[src/rtl/pwb_pkg.sv]
package pwb_pkg;

    typedef enum logic [2:0] {
        SYM_D0    = 3'd0,
        SYM_D1    = 3'd1,
        SYM_START = 3'd2,
        SYM_ATTN  = 3'd3,
        SYM_RESET = 3'd4
    } sym_e;

    typedef struct packed {
        logic valid;
        sym_e code;
        logic abort;
    } sym_out_t;

    // Longest threshold reached wins; between thresholds the shorter class holds.
    function automatic sym_e classify(input int unsigned n,
                                      input int unsigned t_d1,
                                      input int unsigned t_start,
                                      input int unsigned t_attn,
                                      input int unsigned t_reset);
        sym_e s;
        if (n >= t_reset)      s = SYM_RESET;
        else if (n >= t_attn)  s = SYM_ATTN;
        else if (n >= t_start) s = SYM_START;
        else if (n >= t_d1)    s = SYM_D1;
        else                   s = SYM_D0;
        return s;
    endfunction

endpackage

[src/rtl/pwb_line_sync.sv]
module pwb_line_sync #(
    parameter int unsigned STAGES = 2
) (
    input  logic clk,
    input  logic rst,
    input  logic raw_i,
    output logic lvl_o,
    output logic fall_o,
    output logic rise_o
);
    // sh[STAGES-1] is the synchronized level, sh[STAGES] the previous one.
    logic [STAGES:0] sh;

    always_ff @(posedge clk) begin
        if (rst) sh <= '1;
        else     sh <= {sh[STAGES-1:0], raw_i};
    end

    assign lvl_o  = sh[STAGES-1];
    assign fall_o = sh[STAGES] & ~sh[STAGES-1];
    assign rise_o = ~sh[STAGES] & sh[STAGES-1];
endmodule

[src/rtl/pwb_low_timer.sv]
module pwb_low_timer #(
    parameter int unsigned T_RESET = 32,
    parameter int unsigned T_INACT = 4,
    parameter int unsigned CNT_W   = 6,
    parameter int unsigned IDLE_W  = 3
) (
    input  logic             clk,
    input  logic             rst,
    input  logic             lvl_i,
    input  logic             fall_i,
    input  logic             rise_i,
    output logic             accept_o,
    output logic             end_o,
    output logic [CNT_W-1:0] low_cnt_o
);
    localparam logic [CNT_W-1:0]  LOW_MAX  = CNT_W'(T_RESET);
    localparam logic [CNT_W-1:0]  LOW_ONE  = CNT_W'(1);
    localparam logic [IDLE_W-1:0] IDLE_MAX = IDLE_W'(T_INACT);
    localparam logic [IDLE_W-1:0] IDLE_ONE = IDLE_W'(1);

    logic              busy;
    logic [IDLE_W-1:0] idle_cnt;
    logic [CNT_W-1:0]  low_cnt;

    assign accept_o  = fall_i && (idle_cnt == IDLE_MAX);
    assign end_o     = rise_i && busy;
    assign low_cnt_o = low_cnt;

    always_ff @(posedge clk) begin
        if (rst) begin
            busy     <= 1'b0;
            low_cnt  <= '0;
            idle_cnt <= '0;
        end else begin
            if (lvl_i)
                idle_cnt <= (idle_cnt == IDLE_MAX) ? idle_cnt : idle_cnt + IDLE_ONE;
            else
                idle_cnt <= '0;

            if (accept_o) begin
                busy    <= 1'b1;
                low_cnt <= LOW_ONE;
            end else if (end_o) begin
                busy    <= 1'b0;
            end else if (busy && !lvl_i && (low_cnt != LOW_MAX)) begin
                low_cnt <= low_cnt + LOW_ONE;
            end
        end
    end
endmodule

[src/rtl/pwb_read_responder.sv]
module pwb_read_responder #(
    parameter int unsigned T_OUT1 = 6,
    parameter int unsigned PULL_W = 3
) (
    input  logic clk,
    input  logic rst,
    input  logic trig_i,
    input  logic rd_slot_i,
    input  logic rd_bit_i,
    output logic pull_o
);
    localparam logic [PULL_W-1:0] PULL_LEN = PULL_W'(T_OUT1);
    localparam logic [PULL_W-1:0] PULL_ONE = PULL_W'(1);

    logic [PULL_W-1:0] left;

    always_ff @(posedge clk) begin
        if (rst)                                left <= '0;
        else if (trig_i && rd_slot_i && rd_bit_i) left <= PULL_LEN;
        else if (left != '0)                    left <= left - PULL_ONE;
    end

    assign pull_o = (left != '0);
endmodule

[src/rtl/pwb_rx_top.sv]
module pwb_rx_top
    import pwb_pkg::*;
#(
    parameter int unsigned SYNC_STAGES = 2,
    parameter int unsigned T_D1        = 6,
    parameter int unsigned T_START     = 12,
    parameter int unsigned T_ATTN      = 20,
    parameter int unsigned T_RESET     = 32,
    parameter int unsigned T_INACT     = 4,
    parameter int unsigned T_OUT1      = 6
) (
    input  logic       clk,
    input  logic       rst,
    input  logic       line_i,
    input  logic       rd_slot_i,
    input  logic       rd_bit_i,
    input  logic       txn_active_i,
    output logic       line_pull_o,
    output logic       sym_valid_o,
    output logic [2:0] sym_code_o,
    output logic       abort_o
);
    localparam int unsigned CNT_W  = $clog2(T_RESET + 1);
    localparam int unsigned IDLE_W = $clog2(T_INACT + 1);
    localparam int unsigned PULL_W = $clog2(T_OUT1 + 1);

    logic             lvl, fall, rise;
    logic             accept, sym_end;
    logic [CNT_W-1:0] low_cnt;
    sym_e             cls;
    sym_out_t         out_q;

    pwb_line_sync #(.STAGES(SYNC_STAGES)) u_sync (
        .clk    (clk),
        .rst    (rst),
        .raw_i  (line_i),
        .lvl_o  (lvl),
        .fall_o (fall),
        .rise_o (rise)
    );

    pwb_low_timer #(
        .T_RESET (T_RESET),
        .T_INACT (T_INACT),
        .CNT_W   (CNT_W),
        .IDLE_W  (IDLE_W)
    ) u_timer (
        .clk       (clk),
        .rst       (rst),
        .lvl_i     (lvl),
        .fall_i    (fall),
        .rise_i    (rise),
        .accept_o  (accept),
        .end_o     (sym_end),
        .low_cnt_o (low_cnt)
    );

    pwb_read_responder #(.T_OUT1(T_OUT1), .PULL_W(PULL_W)) u_resp (
        .clk       (clk),
        .rst       (rst),
        .trig_i    (accept),
        .rd_slot_i (rd_slot_i),
        .rd_bit_i  (rd_bit_i),
        .pull_o    (line_pull_o)
    );

    assign cls = classify(32'(low_cnt), T_D1, T_START, T_ATTN, T_RESET);

    always_ff @(posedge clk) begin
        if (rst) begin
            out_q <= '{valid: 1'b0, code: SYM_D0, abort: 1'b0};
        end else begin
            out_q.valid <= sym_end;
            out_q.code  <= cls;
            out_q.abort <= sym_end && (cls == SYM_START) && txn_active_i;
        end
    end

    assign sym_valid_o = out_q.valid;
    assign sym_code_o  = out_q.code;
    assign abort_o     = out_q.abort;
endmodule

[config.mk]
export PLATFORM = sky130hd
export DESIGN_NAME = pwb_rx_top
export DESIGN_NICKNAME = d
export VERILOG_FILES = /design/src/rtl/pwb_pkg.sv /design/src/rtl/pwb_line_sync.sv /design/src/rtl/pwb_low_timer.sv /design/src/rtl/pwb_read_responder.sv /design/src/rtl/pwb_rx_top.sv
export SDC_FILE = /design/constraint.sdc
export NUM_CORES = 1
export LEC_CHECK = 0
export BUFFER_PORTS_ARGS = -buffer_cell sky130_fd_sc_hd__buf_2
export CORE_AREA = 3 3 54 56
export DETAILED_ROUTE_END_ITERATION = 16
export DIE_AREA = 0 0 57 59
export GPL_TIMING_DRIVEN = 0
export PLACE_DENSITY = 0.56
export SYNTH_ARGS = -nofsm -noshare
export SYNTH_HDL_FRONTEND = slang
export SYNTH_HIERARCHICAL = 1
export SYNTH_SLANG_ARGS = --single-unit
[constraint.sdc]
create_clock -name clk -period 1.5 [get_ports clk]
set_input_delay 0 -clock clk [delete_from_list [all_inputs] [get_ports clk]]
set_output_delay 0 -clock clk [all_outputs]
set_load 0.01 [all_outputs]
==> results.sh <==
export IMPL_status="complete, but fails checks"
export IMPL_violations="setup timing"
export IMPL_period_needed_ns=1.56
export IMPL_grt_pass1_wl_um=3380
export IMPL_ys_seq_area_share_pct=42.9
export IMPL_num_rows=18
export IMPL_drt_total_wl_um=1850
export IMPL_dp_hpwl_um=1260
export IMPL_path_cells="nor2b_4 > or3b_1 > buf_6 > or4_4 > a21oi_2"
export IMPL_relSlewSlack_pct=77.2
export IMPL_place_ws_ns=-0.0759
export IMPL_grt_usage_pct=12.8
export IMPL_core_region_area_mm2=0.00248
export IMPL_cp_depth=5
export IMPL_dr_max_layer_used="met4"
export IMPL_die_h_um=59
export IMPL_htreeDepth=1
export IMPL_hold_violations=0
export IMPL_r2r_start="u_sync/sh[1]"
export IMPL_synth_compound_area_share_pct=15.2
export IMPL_antenna_found_initial=0
export IMPL_critPathBufInv=1
export IMPL_syn_avg_cell_area_um2=9.34
export IMPL_via_per_inst=5.09
export IMPL_die_area_mm2=0.00336
export IMPL_critPathSlowestCell="or4_4"
export IMPL_powerDensity_mw_per_mm2=895
export IMPL_crit_start="u_sync/sh[1]"
export IMPL_vias=794
export IMPL_max_freq_mhz=641
export IMPL_cts_buffers=3
export IMPL_gp_congestion=0.764
export IMPL_ys_flop_type="dfxtp_1"
export IMPL_r2r_setup_slack_ns=-0.06
export IMPL_ant_nets=0
export IMPL_hp_class="in -> reg"
export IMPL_cts_tree="built"
export IMPL_clock_sinks=21
export IMPL_synthMuxAreaShare_pct=2.04
export IMPL_synthAdderAreaFrac_pct=7.65
export IMPL_rsz0062_at_grt="yes"
export IMPL_grt_max_degree=18
export IMPL_synthCells=105
export IMPL_nets=139
export IMPL_clk_pin_slew_ns=0.12
export IMPL_ioPinCount=12
export IMPL_wl_per_cell_um=11.9
export IMPL_cp_slowest_stage_delay_ns=0.41
export IMPL_grt_remaining_overflow=0
export IMPL_clock_latency_ns=0.30
export IMPL_diodes=0
export IMPL_synth_edf_count=0
export IMPL_rr_endpoint="u_timer/low_cnt_o[5]"
export IMPL_start_kind="flop"
export IMPL_first_global_vias=819
export IMPL_p_leak_nw=0.517
export IMPL_initial_core_util_pct=39.6
export IMPL_clock_path_buffers=2
export IMPL_final_setup_skew_ns=0.00544
export IMPL_syn_area_um2=981
export IMPL_synth_seq_cells=21
export IMPL_synthSimpleGateAreaFrac_pct=26.1
export IMPL_required_ns=1.75
export IMPL_cp_end_kind="flop"
export IMPL_peakVddDrop_uv=490
export IMPL_fin_crit_sh_pct=104
export IMPL_wl_met2_um=909
export IMPL_critPathArrivalTime_ns=1.81
export IMPL_fin_ws_ns=-0.0606
export IMPL_r2r_cells=5
export IMPL_port_buffers=11
export IMPL_drv_slew=0
export IMPL_maxCapViolations=0
export IMPL_drt_initial_drc_count=31
export IMPL_die_w_um=57
export IMPL_async_reset_ff_share_pct=0
export IMPL_yosysWarnings=6
export IMPL_synth_top_family_by_area="simple AND/OR/NAND/NOR gates"
export IMPL_wl_met1_um=875
export IMPL_wl_met3_um=49
export IMPL_cts_root_buffer="clkbuf_4"
export IMPL_syn_num_nets=117
export IMPL_drc=0
export IMPL_setup_viol=2
export IMPL_fin_util_pct=49.1
export IMPL_synth_cell_types=37
export IMPL_tightest_slew_ns=0.341
export IMPL_crit_type="reg -> reg"
export IMPL_dr_pass1_iters=6
export IMPL_crit_family="simple AND/OR/NAND/NOR gates"
export IMPL_cp_max_fo=7
export IMPL_cp_endpoint="u_timer/low_cnt_o[5]"
export IMPL_synth_xor_area_share_pct=1.79
export IMPL_drive_above_1_share_pct=27.0
export IMPL_layout_area_overhead_vs_synth_pct=24.1
==> worst min-delay path: cells and delay by family <==
kind,cells,cell delay [ns]
buf+inv,1,0.10
simple gates,1,0.12
compound gates,1,0.08
==> Yosys cell counts (2+ instances only) <==
cell | count | area (um^2)
o31ai_1 | 2 | 15.0
dfxtp_1 | 21 | 420
a2111o_1 | 2 | 22.5
nor3_1 | 2 | 10.0
nand3_1 | 5 | 25.0
or3_1 | 3 | 18.8
nor2_1 | 4 | 15.0
a21oi_1 | 10 | 50.1
and2b_1 | 3 | 22.5
o21ai_0 | 2 | 10.0
or2_1 | 3 | 18.8
xnor2_1 | 2 | 17.5
nor2b_1 | 2 | 12.5
inv_1 | 10 | 37.5
nand2_1 | 6 | 22.5
ha_1 | 6 | 75.1
mux2i_1 | 2 | 20.0
==> logic make-up after synthesis <==
family | count (synthesis)
XOR/XNOR | 2
multiplexers | 2
flip-flops | 21
AND/OR/NAND/NOR | 41
AO/OA/AOI/OAI | 22
adder cells (fa/ha/maj) | 6
buffers and inverters | 11
==> timing repair <==
item                                   in CTS  in global routing
buffers inserted                            3                  1
pin swaps                                   1                  3
endpoints found under the hold margin       2                  0
hold buffers                                2                  0
setup endpoints to repair                   6                  8
resized for setup                           4                  8
==> stage by stage <==
stage | area [um^2] | TNS, ns | hold slack, ns | std cells | power (mW)
after floorplan | 996 | 0 | 0.0646 | 105 | 0.729
after global placement | 1090 | -0.158 | 0.176 | 146 | 0.767
after detailed placement | 1090 | -0.233 | 0.179 | 146 | 0.776
after CTS | 1170 | -0.0476 | 0.00536 | 155 | 1.07
after global routing | 1220 | -0.244 | 0.0401 | 156 | 1.16
final | 1220 | -0.0701 | 0.0283 | 156 | 1.09
==> layout make-up <==
type	instances	area, um^2
timing repair buffer	17	105
sequential	21	427
tap	30	37.5
fill	234	1260
inverter	10	37.5
clock buffer	4	26.3
multi-input combinational	73	573
buffer	1	11.3
==> state kept, by name, summed over array words and instances, names as in the netlist <==
register,flops
sym_valid_o,1
u_sync/sh,3
u_resp/left,3
abort_o,1
u_timer/idle_cnt,3
u_timer/low_cnt_o,6
sym_code_o,3
u_timer/busy,1
==> report_power, final <==
| part | switching [mW] | leakage (nW) | total, mW | internal, mW |
|---|---|---|---|---|
| clock network | 0.172 | 0.0150 | 0.275 | 0.104 |
| registers | 0.0219 | 0.172 | 0.608 | 0.586 |
| logic | 0.0938 | 0.330 | 0.207 | 0.113 |
==> worst min-delay path by stage <==
| stage | startpoint | endpoint | slack, ns | cells past startpoint |
|---|---|---|---|---|
| global route | rd_bit_i | u_resp/left[2] | 0.04 | 3 |
| floorplan | rst | sym_code_o[0] | 0.06 | 1 |
| detailed placement | line_i | u_sync/sh[0] | 0.18 | 2 |
| global placement | line_i | u_sync/sh[0] | 0.18 | 2 |
| finish | rd_bit_i | u_resp/left[2] | 0.03 | 3 |
| CTS | rd_bit_i | u_resp/left[2] | 0.005 | 3 |
==> cell usage in the layout (no fill, tap or decap), types with 3 or more instances in the layout <==
master     n
or2_1      3
or3_1      3
a21oi_1    8
dfxtp_1   16
nor2_1     4
nand2_1    6
nand3_1    5
buf_2     11
ha_1       5
clkbuf_4   3
dfxtp_2    5
inv_1     10
buf_4      4
and2b_1    3
==> layer usage <==
metal  GRT usage [%]  vias to the layer above
met2            22.8                       11
met5               0                        -
met3            2.61                        2
li1                -                      416
met4            6.62                        0
met1            14.5                      365
Power figures use the tool's default switching activity.
